--- config.mk ---
export PLATFORM = sky130hd
export DESIGN_NAME = clkdiv_prog
export DESIGN_NICKNAME = d
export VERILOG_FILES = /design/src/rtl/clkdiv_pkg.sv /design/src/rtl/clkdiv_decode.sv /design/src/rtl/clkdiv_regs.sv /design/src/rtl/clkdiv_gen.sv /design/src/rtl/clkdiv_prog.sv
export SDC_FILE = /design/constraint.sdc
export NUM_CORES = 1
export LEC_CHECK = 0
export CORE_AREA = 4 4 82 76
export CTS_CLUSTER_SIZE = 20
export DETAILED_ROUTE_END_ITERATION = 10
export DIE_AREA = 0 0 86 80
export PLACE_DENSITY = 0.75
export SYNTH_ARGS = -nofsm -noshare
export SYNTH_HDL_FRONTEND = slang
export SYNTH_HIERARCHICAL = 1
export SYNTH_SLANG_ARGS = --single-unit
--- constraint.sdc ---
create_clock -name clk -period 3 [get_ports clk]
set_input_delay 0.6 -clock clk [delete_from_list [all_inputs] [get_ports clk]]
set_output_delay 0.6 -clock clk [all_outputs]
set_load 0.1 [all_outputs]
--- src/rtl/clkdiv_pkg.sv ---
package clkdiv_pkg;
  // Encoding used to turn the register code into a divide ratio
  typedef enum logic [1:0] {
    DEC_OFFSET = 2'd0,  // ratio = code + 1
    DEC_DIRECT = 2'd1,  // ratio = code
    DEC_POW2   = 2'd2,  // ratio = 2**code
    DEC_TABLE  = 2'd3   // ratio = table[code], zero entry forbidden
  } dec_mode_e;

  localparam int unsigned REG_CTRL = 0;
  localparam int unsigned REG_STAT = 1;
endpackage

--- src/rtl/clkdiv_decode.sv ---
module clkdiv_decode #(
  parameter clkdiv_pkg::dec_mode_e MODE = clkdiv_pkg::DEC_OFFSET,
  parameter int unsigned FIELD_W   = 4,
  parameter int unsigned RATIO_W   = 8,
  parameter int unsigned MIN_RATIO = 1,
  parameter int unsigned MAX_RATIO = 16,
  parameter logic [(2**FIELD_W)*RATIO_W-1:0] DIV_TABLE = '0
) (
  input  logic [FIELD_W-1:0] code,
  output logic [RATIO_W-1:0] ratio,
  output logic               valid
);
  // Intermediate width large enough for code + 1 without wrapping
  localparam int unsigned WW = ((FIELD_W > RATIO_W) ? FIELD_W : RATIO_W) + 1;

  generate
    if (MODE == clkdiv_pkg::DEC_TABLE) begin : g_tbl
      logic [RATIO_W-1:0] entry;
      always_comb entry = DIV_TABLE[code*RATIO_W +: RATIO_W];
      assign ratio = entry;
      assign valid = (entry != '0);
    end else begin : g_arith
      logic [WW-1:0] wide;
      if (MODE == clkdiv_pkg::DEC_OFFSET) begin : g_off
        assign wide = WW'(code) + WW'(1);
      end else if (MODE == clkdiv_pkg::DEC_DIRECT) begin : g_dir
        assign wide = WW'(code);
      end else begin : g_p2
        // codes that cannot be represented decode to zero, i.e. refused
        assign wide = (WW'(code) < WW'(RATIO_W)) ? (WW'(1) << code) : '0;
      end
      assign ratio = wide[RATIO_W-1:0];
      assign valid = (wide != '0) && (wide >= WW'(MIN_RATIO)) &&
                     (wide <= WW'(MAX_RATIO));
    end
  endgenerate
endmodule

--- src/rtl/clkdiv_regs.sv ---
module clkdiv_regs #(
  parameter int unsigned DATA_W      = 32,
  parameter int unsigned ADDR_W      = 2,
  parameter int unsigned FIELD_W     = 4,
  parameter int unsigned FIELD_SHIFT = 8,
  parameter int unsigned RATIO_W     = 8,
  parameter int unsigned RST_CODE    = 0
) (
  input  logic               clk,
  input  logic               rst,
  input  logic [ADDR_W-1:0]  bus_addr,
  input  logic               bus_wr,
  input  logic [DATA_W-1:0]  bus_wdata,
  output logic [FIELD_W-1:0] wr_field,
  input  logic               wr_valid,
  input  logic [RATIO_W-1:0] cur_ratio,
  output logic [FIELD_W-1:0] code_q,
  output logic               err_q,
  output logic [DATA_W-1:0]  bus_rdata
);
  logic sel_ctrl, sel_stat;
  logic [DATA_W-1:0] stat_word, ctrl_word;

  assign sel_ctrl = (bus_addr == ADDR_W'(clkdiv_pkg::REG_CTRL));
  assign sel_stat = (bus_addr == ADDR_W'(clkdiv_pkg::REG_STAT));
  assign wr_field = bus_wdata[FIELD_SHIFT +: FIELD_W];

  // Stored code and sticky error flag
  always_ff @(posedge clk) begin
    if (rst) begin
      code_q <= FIELD_W'(RST_CODE);
      err_q  <= 1'b0;
    end else if (bus_wr) begin
      if (sel_ctrl) begin
        if (wr_valid) code_q <= wr_field;
        else          err_q  <= 1'b1;
      end else if (sel_stat && bus_wdata[DATA_W-1]) begin
        err_q <= 1'b0;
      end
    end
  end

  always_comb begin
    ctrl_word = '0;
    ctrl_word[FIELD_SHIFT +: FIELD_W] = code_q;
    stat_word = '0;
    stat_word[RATIO_W-1:0] = cur_ratio;
    stat_word[DATA_W-1] = err_q;
  end

  // Registered read port
  always_ff @(posedge clk) begin
    if (rst)           bus_rdata <= '0;
    else if (sel_ctrl) bus_rdata <= ctrl_word;
    else if (sel_stat) bus_rdata <= stat_word;
    else               bus_rdata <= '0;
  end

  assert_bad_code_kept_R7: assert property (@(posedge clk) disable iff (rst)
    (bus_wr && sel_ctrl && !wr_valid) |=> ($stable(code_q) && err_q));

  assert_err_cleared_R7: assert property (@(posedge clk) disable iff (rst)
    (bus_wr && sel_stat && bus_wdata[DATA_W-1]) |=> !err_q);
endmodule

--- src/rtl/clkdiv_gen.sv ---
module clkdiv_gen #(
  parameter int unsigned RATIO_W = 8
) (
  input  logic               clk,
  input  logic               rst,
  input  logic [RATIO_W-1:0] pend_ratio,
  output logic [RATIO_W-1:0] cur_ratio,
  output logic               clk_en,
  output logic               div_phase
);
  logic [RATIO_W-1:0] cnt_q, cur_q, cnt_n, cur_n, hi_n;
  logic               wrap;

  // Period counter; the pending ratio is adopted only at a wrap
  always_comb begin
    wrap = (cnt_q == cur_q - RATIO_W'(1));
    if (wrap) begin
      cnt_n = '0;
      cur_n = pend_ratio;
    end else begin
      cnt_n = cnt_q + RATIO_W'(1);
      cur_n = cur_q;
    end
    // high phase: floor(N/2) cycles, whole period for N = 1
    hi_n = (cur_n == RATIO_W'(1)) ? RATIO_W'(1) : (cur_n >> 1);
  end

  always_ff @(posedge clk) begin
    if (rst) begin
      cnt_q     <= '0;
      cur_q     <= RATIO_W'(1);
      clk_en    <= 1'b1;
      div_phase <= 1'b1;
    end else begin
      cnt_q     <= cnt_n;
      cur_q     <= cur_n;
      clk_en    <= (cnt_n == '0);
      div_phase <= (cnt_n < hi_n);
    end
  end

  assign cur_ratio = cur_q;

  assert_ratio_changes_at_wrap_R8: assert property (@(posedge clk) disable iff (rst)
    !$stable(cur_q) |-> (cnt_q == '0));

  assert_count_in_period_R8: assert property (@(posedge clk) disable iff (rst)
    cnt_q < cur_q);

  assert_pending_nonzero_R8: assert property (@(posedge clk) disable iff (rst)
    pend_ratio != '0);

  assert_single_enable_R9: assert property (@(posedge clk) disable iff (rst)
    (clk_en && (cur_q != RATIO_W'(1))) |=> !clk_en);

  assert_phase_starts_high_R10: assert property (@(posedge clk) disable iff (rst)
    clk_en |-> div_phase);
endmodule

--- src/rtl/clkdiv_prog.sv ---
module clkdiv_prog #(
  parameter int unsigned DATA_W      = 32,
  parameter int unsigned ADDR_W      = 2,
  parameter int unsigned FIELD_W     = 4,
  parameter int unsigned FIELD_SHIFT = 8,
  parameter int unsigned RATIO_W     = 8,
  parameter int unsigned MIN_RATIO   = 1,
  parameter int unsigned MAX_RATIO   = 16,
  parameter clkdiv_pkg::dec_mode_e MODE = clkdiv_pkg::DEC_OFFSET,
  parameter logic [(2**FIELD_W)*RATIO_W-1:0] DIV_TABLE = '0,
  parameter int unsigned RST_CODE    = 0
) (
  input  logic              clk,
  input  logic              rst,
  input  logic [ADDR_W-1:0] bus_addr,
  input  logic              bus_wr,
  input  logic [DATA_W-1:0] bus_wdata,
  output logic [DATA_W-1:0] bus_rdata,
  output logic              clk_en,
  output logic              div_phase,
  output logic              cfg_err
);
  logic [FIELD_W-1:0] wr_field, code_q;
  logic [RATIO_W-1:0] wr_ratio, pend_ratio, cur_ratio;
  logic               wr_valid, pend_valid, err_q;

  clkdiv_regs #(
    .DATA_W(DATA_W), .ADDR_W(ADDR_W), .FIELD_W(FIELD_W),
    .FIELD_SHIFT(FIELD_SHIFT), .RATIO_W(RATIO_W), .RST_CODE(RST_CODE)
  ) u_regs (
    .clk(clk), .rst(rst), .bus_addr(bus_addr), .bus_wr(bus_wr),
    .bus_wdata(bus_wdata), .wr_field(wr_field), .wr_valid(wr_valid),
    .cur_ratio(cur_ratio), .code_q(code_q), .err_q(err_q),
    .bus_rdata(bus_rdata)
  );

  // Decoder judging the incoming write
  clkdiv_decode #(
    .MODE(MODE), .FIELD_W(FIELD_W), .RATIO_W(RATIO_W),
    .MIN_RATIO(MIN_RATIO), .MAX_RATIO(MAX_RATIO), .DIV_TABLE(DIV_TABLE)
  ) u_dec_wr (
    .code(wr_field), .ratio(wr_ratio), .valid(wr_valid)
  );

  // Decoder producing the ratio of the stored code
  clkdiv_decode #(
    .MODE(MODE), .FIELD_W(FIELD_W), .RATIO_W(RATIO_W),
    .MIN_RATIO(MIN_RATIO), .MAX_RATIO(MAX_RATIO), .DIV_TABLE(DIV_TABLE)
  ) u_dec_cur (
    .code(code_q), .ratio(pend_ratio), .valid(pend_valid)
  );

  clkdiv_gen #(.RATIO_W(RATIO_W)) u_gen (
    .clk(clk), .rst(rst), .pend_ratio(pend_ratio), .cur_ratio(cur_ratio),
    .clk_en(clk_en), .div_phase(div_phase)
  );

  assign cfg_err = err_q;

  assert_stored_code_legal_R7: assert property (@(posedge clk) disable iff (rst)
    pend_valid);

  assert_accepted_write_legal_R5: assert property (@(posedge clk) disable iff (rst)
    (bus_wr && (bus_addr == ADDR_W'(clkdiv_pkg::REG_CTRL)) && wr_valid)
      |-> (wr_ratio != '0));
endmodule

==> impl_metrics.yaml <==
final_layout:
  layout_common_cells: "dfxtp_1 (32), nor2_1 (27), buf_4 (23)"
  final_common_cell: "dfxtp_1"
  finalNetCount: 307
  syn_to_final_growth_pct: 18.82
  stdcell_area_um2: 2465
  n_fill_cell: 517
  antenna_cells: 0
  drive_gt1_share_pct: 24.32
yosys:
  yosysWarningCount: 6
  synthCells: 229
  synth_area_um2: 2074
  avgSynthCellArea_um2: 9.059
floorplan:
  start_util_pct: 39.24
  dieHeight_um: 80
  num_io_pins: 72
  die_x_um: 86
  rows: 25
  dieArea_um2: 6880
  core_region_area_um2: 5286
route:
  firstDrtPassIters: 4
  routedWlPerCell_um: 12.46
  drc: 0
  drtIter0Drc: 84
  vias_per_cell: 4.770
  wirelength_mm: 4.061
  vias: 1555
  ant_nets: 0
clock_tree:
  ctsHoldBuffers: 0
  clock_latency_ns: 0.28
  cts_root_buf: "clkbuf_8"
  cts_max_level: 2
  cts_buffer_depth: 2
  cts.sinks: 36
  cts_tree: "built"
  cts.clk_slew.worst_paths_ns: 0.07
  cts_made_buffers: 5
timing:
  fmax_ghz: 0.3484
  setup_viol: 0
  hold_viol: 0
  tightest_slew_ns: 0.6825
  post-route-min-period_ns: 2.870
  fin_skew_ns: 0.005129
  min_period_over_period_pct: 95.66
  maxSlewViolCount: 0
  maxSlewHeadroom_pct: 54.40
hold_path:
  holdCritPathClass: "register to register"
placed_design:
  gp_congestion: 0.8039
  io_buffer_count: 25
  dpl.hpwl_mm: 3.049
  dpl_cell_area_um2: 2268
power_and_ir_drop:
  power_leakage_nw: 1.073
  combPwrFrac_pct: 53.7
  switching_power_mw: 0.9353
  p_int_mw: 1.287
  finalPower_mw: 2.222
  vdd_drop_max_uv: 552.4
  switching_share_pct: 42.08
  power_frac_clock_pct: 18.6
  p_per_area_nw_per_um2: 901.7
  p_seq_share_pct: 27.7
critical_path:
  crit_arrival_ns: 3.07
  crit_type: "register to register"
  cp_max_fo: 5
  cp-end-kind: "register"
  start_kind: "register"
  required_ns: 3.20
global_routing:
  grt_max_degree: 14
  gr-total-overflow: 0
  grt.total_usage_pct: 11.08
  grt_pass1_vias: 1370
  grt_pass1_wl_mm: 6.113
  grt_antenna_before_repair: 0
run:
  cap_violations: 0
run_status:
  status: "complete, no violations"
[per-stage QoR]
step | util [%] | TNS (ns) | hold WS, ns | worst slack (ns) | std cells
floorplan | - | 0 | 0.4535 | 0.03933 | 249
global placement | 42.91 | 0 | 0.4774 | 0.09606 | 314
detailed placement | 42.91 | 0 | 0.4910 | 0.06124 | 314
CTS | 45.02 | 0 | 0.5107 | 0.03713 | 322
global route | 46.63 | -0.01968 | 0.5521 | -0.01968 | 326
finish | 46.63 | 0 | 0.5065 | 0.1301 | 326
[cell type report]
cell class	count	area, um^2	share of cell area, %
flip-flops and latches	36	725.7	29.44
repair buffers	35	290.3	11.78
inverters	14	52.55	2.132
multi-input cells	166	1201	48.73
clock buffers	5	68.82	2.792
clock inverters	3	42.54	1.726
well taps	67	83.83	3.401
[final timing paths]
kind / start / end / slack, ns / cells past startpoint
setup / recovery: u_gen/cur_ratio[4] / u_gen/div_phase / 0.13 / 11
hold / removal: u_regs/err_q / u_regs/err_q / 0.51 / 1
setup reg to reg: u_gen/cur_ratio[4] / u_gen/div_phase / 0.13 / 11
hold reg to reg: u_regs/err_q / u_regs/err_q / 0.51 / 1
[flip-flops by register name, indices dropped and copies added, names as in the netlist]
register,count
u_gen/clk_en,1
u_regs/err_q,1
u_gen/cnt_q,8
u_gen/cur_ratio,8
u_regs/bus_rdata,13
u_regs/code_q,4
u_gen/div_phase,1
[routing by layer]
layer	vias up	wire, um	global-route usage [%]
met3	2	250	3.096
met2	45	1998	18.10
met5	-	0	0
li1	787	-	-
met1	721	1780	14.11
met4	0	31	3.323
[timing repair]
item,CTS,global route
hold endpoints to repair,0,0
endpoints found under the setup margin,0,1
setup buffers,0,4
resized for setup,0,17
[worst max-delay path: stages (launching register included)]
cell and delay (ns):
dfxtp_2 0.37, or3_4 0.42, nor4_2 0.14, o211ai_1 0.13, nor2b_4 0.15, a2111oi_4 0.36, mux2i_2 0.34, ha_1 0.29
a21o_1 0.18, a21oi_1 0.12, o221ai_1 0.14, a32oi_2 0.17
[power groups by stage]
stage | registers, mW | logic (mW) | clock network [mW]
finish | 0.616 | 1.19 | 0.413
global route | 0.628 | 1.29 | 0.446
CTS | 0.607 | 0.995 | 0.423
detailed placement | 0.618 | 0.990 | 0
global placement | 0.617 | 0.979 | 0
floorplan | 0.705 | 0.752 | 0
No activity file was read; power rests on OpenSTA's default activity.
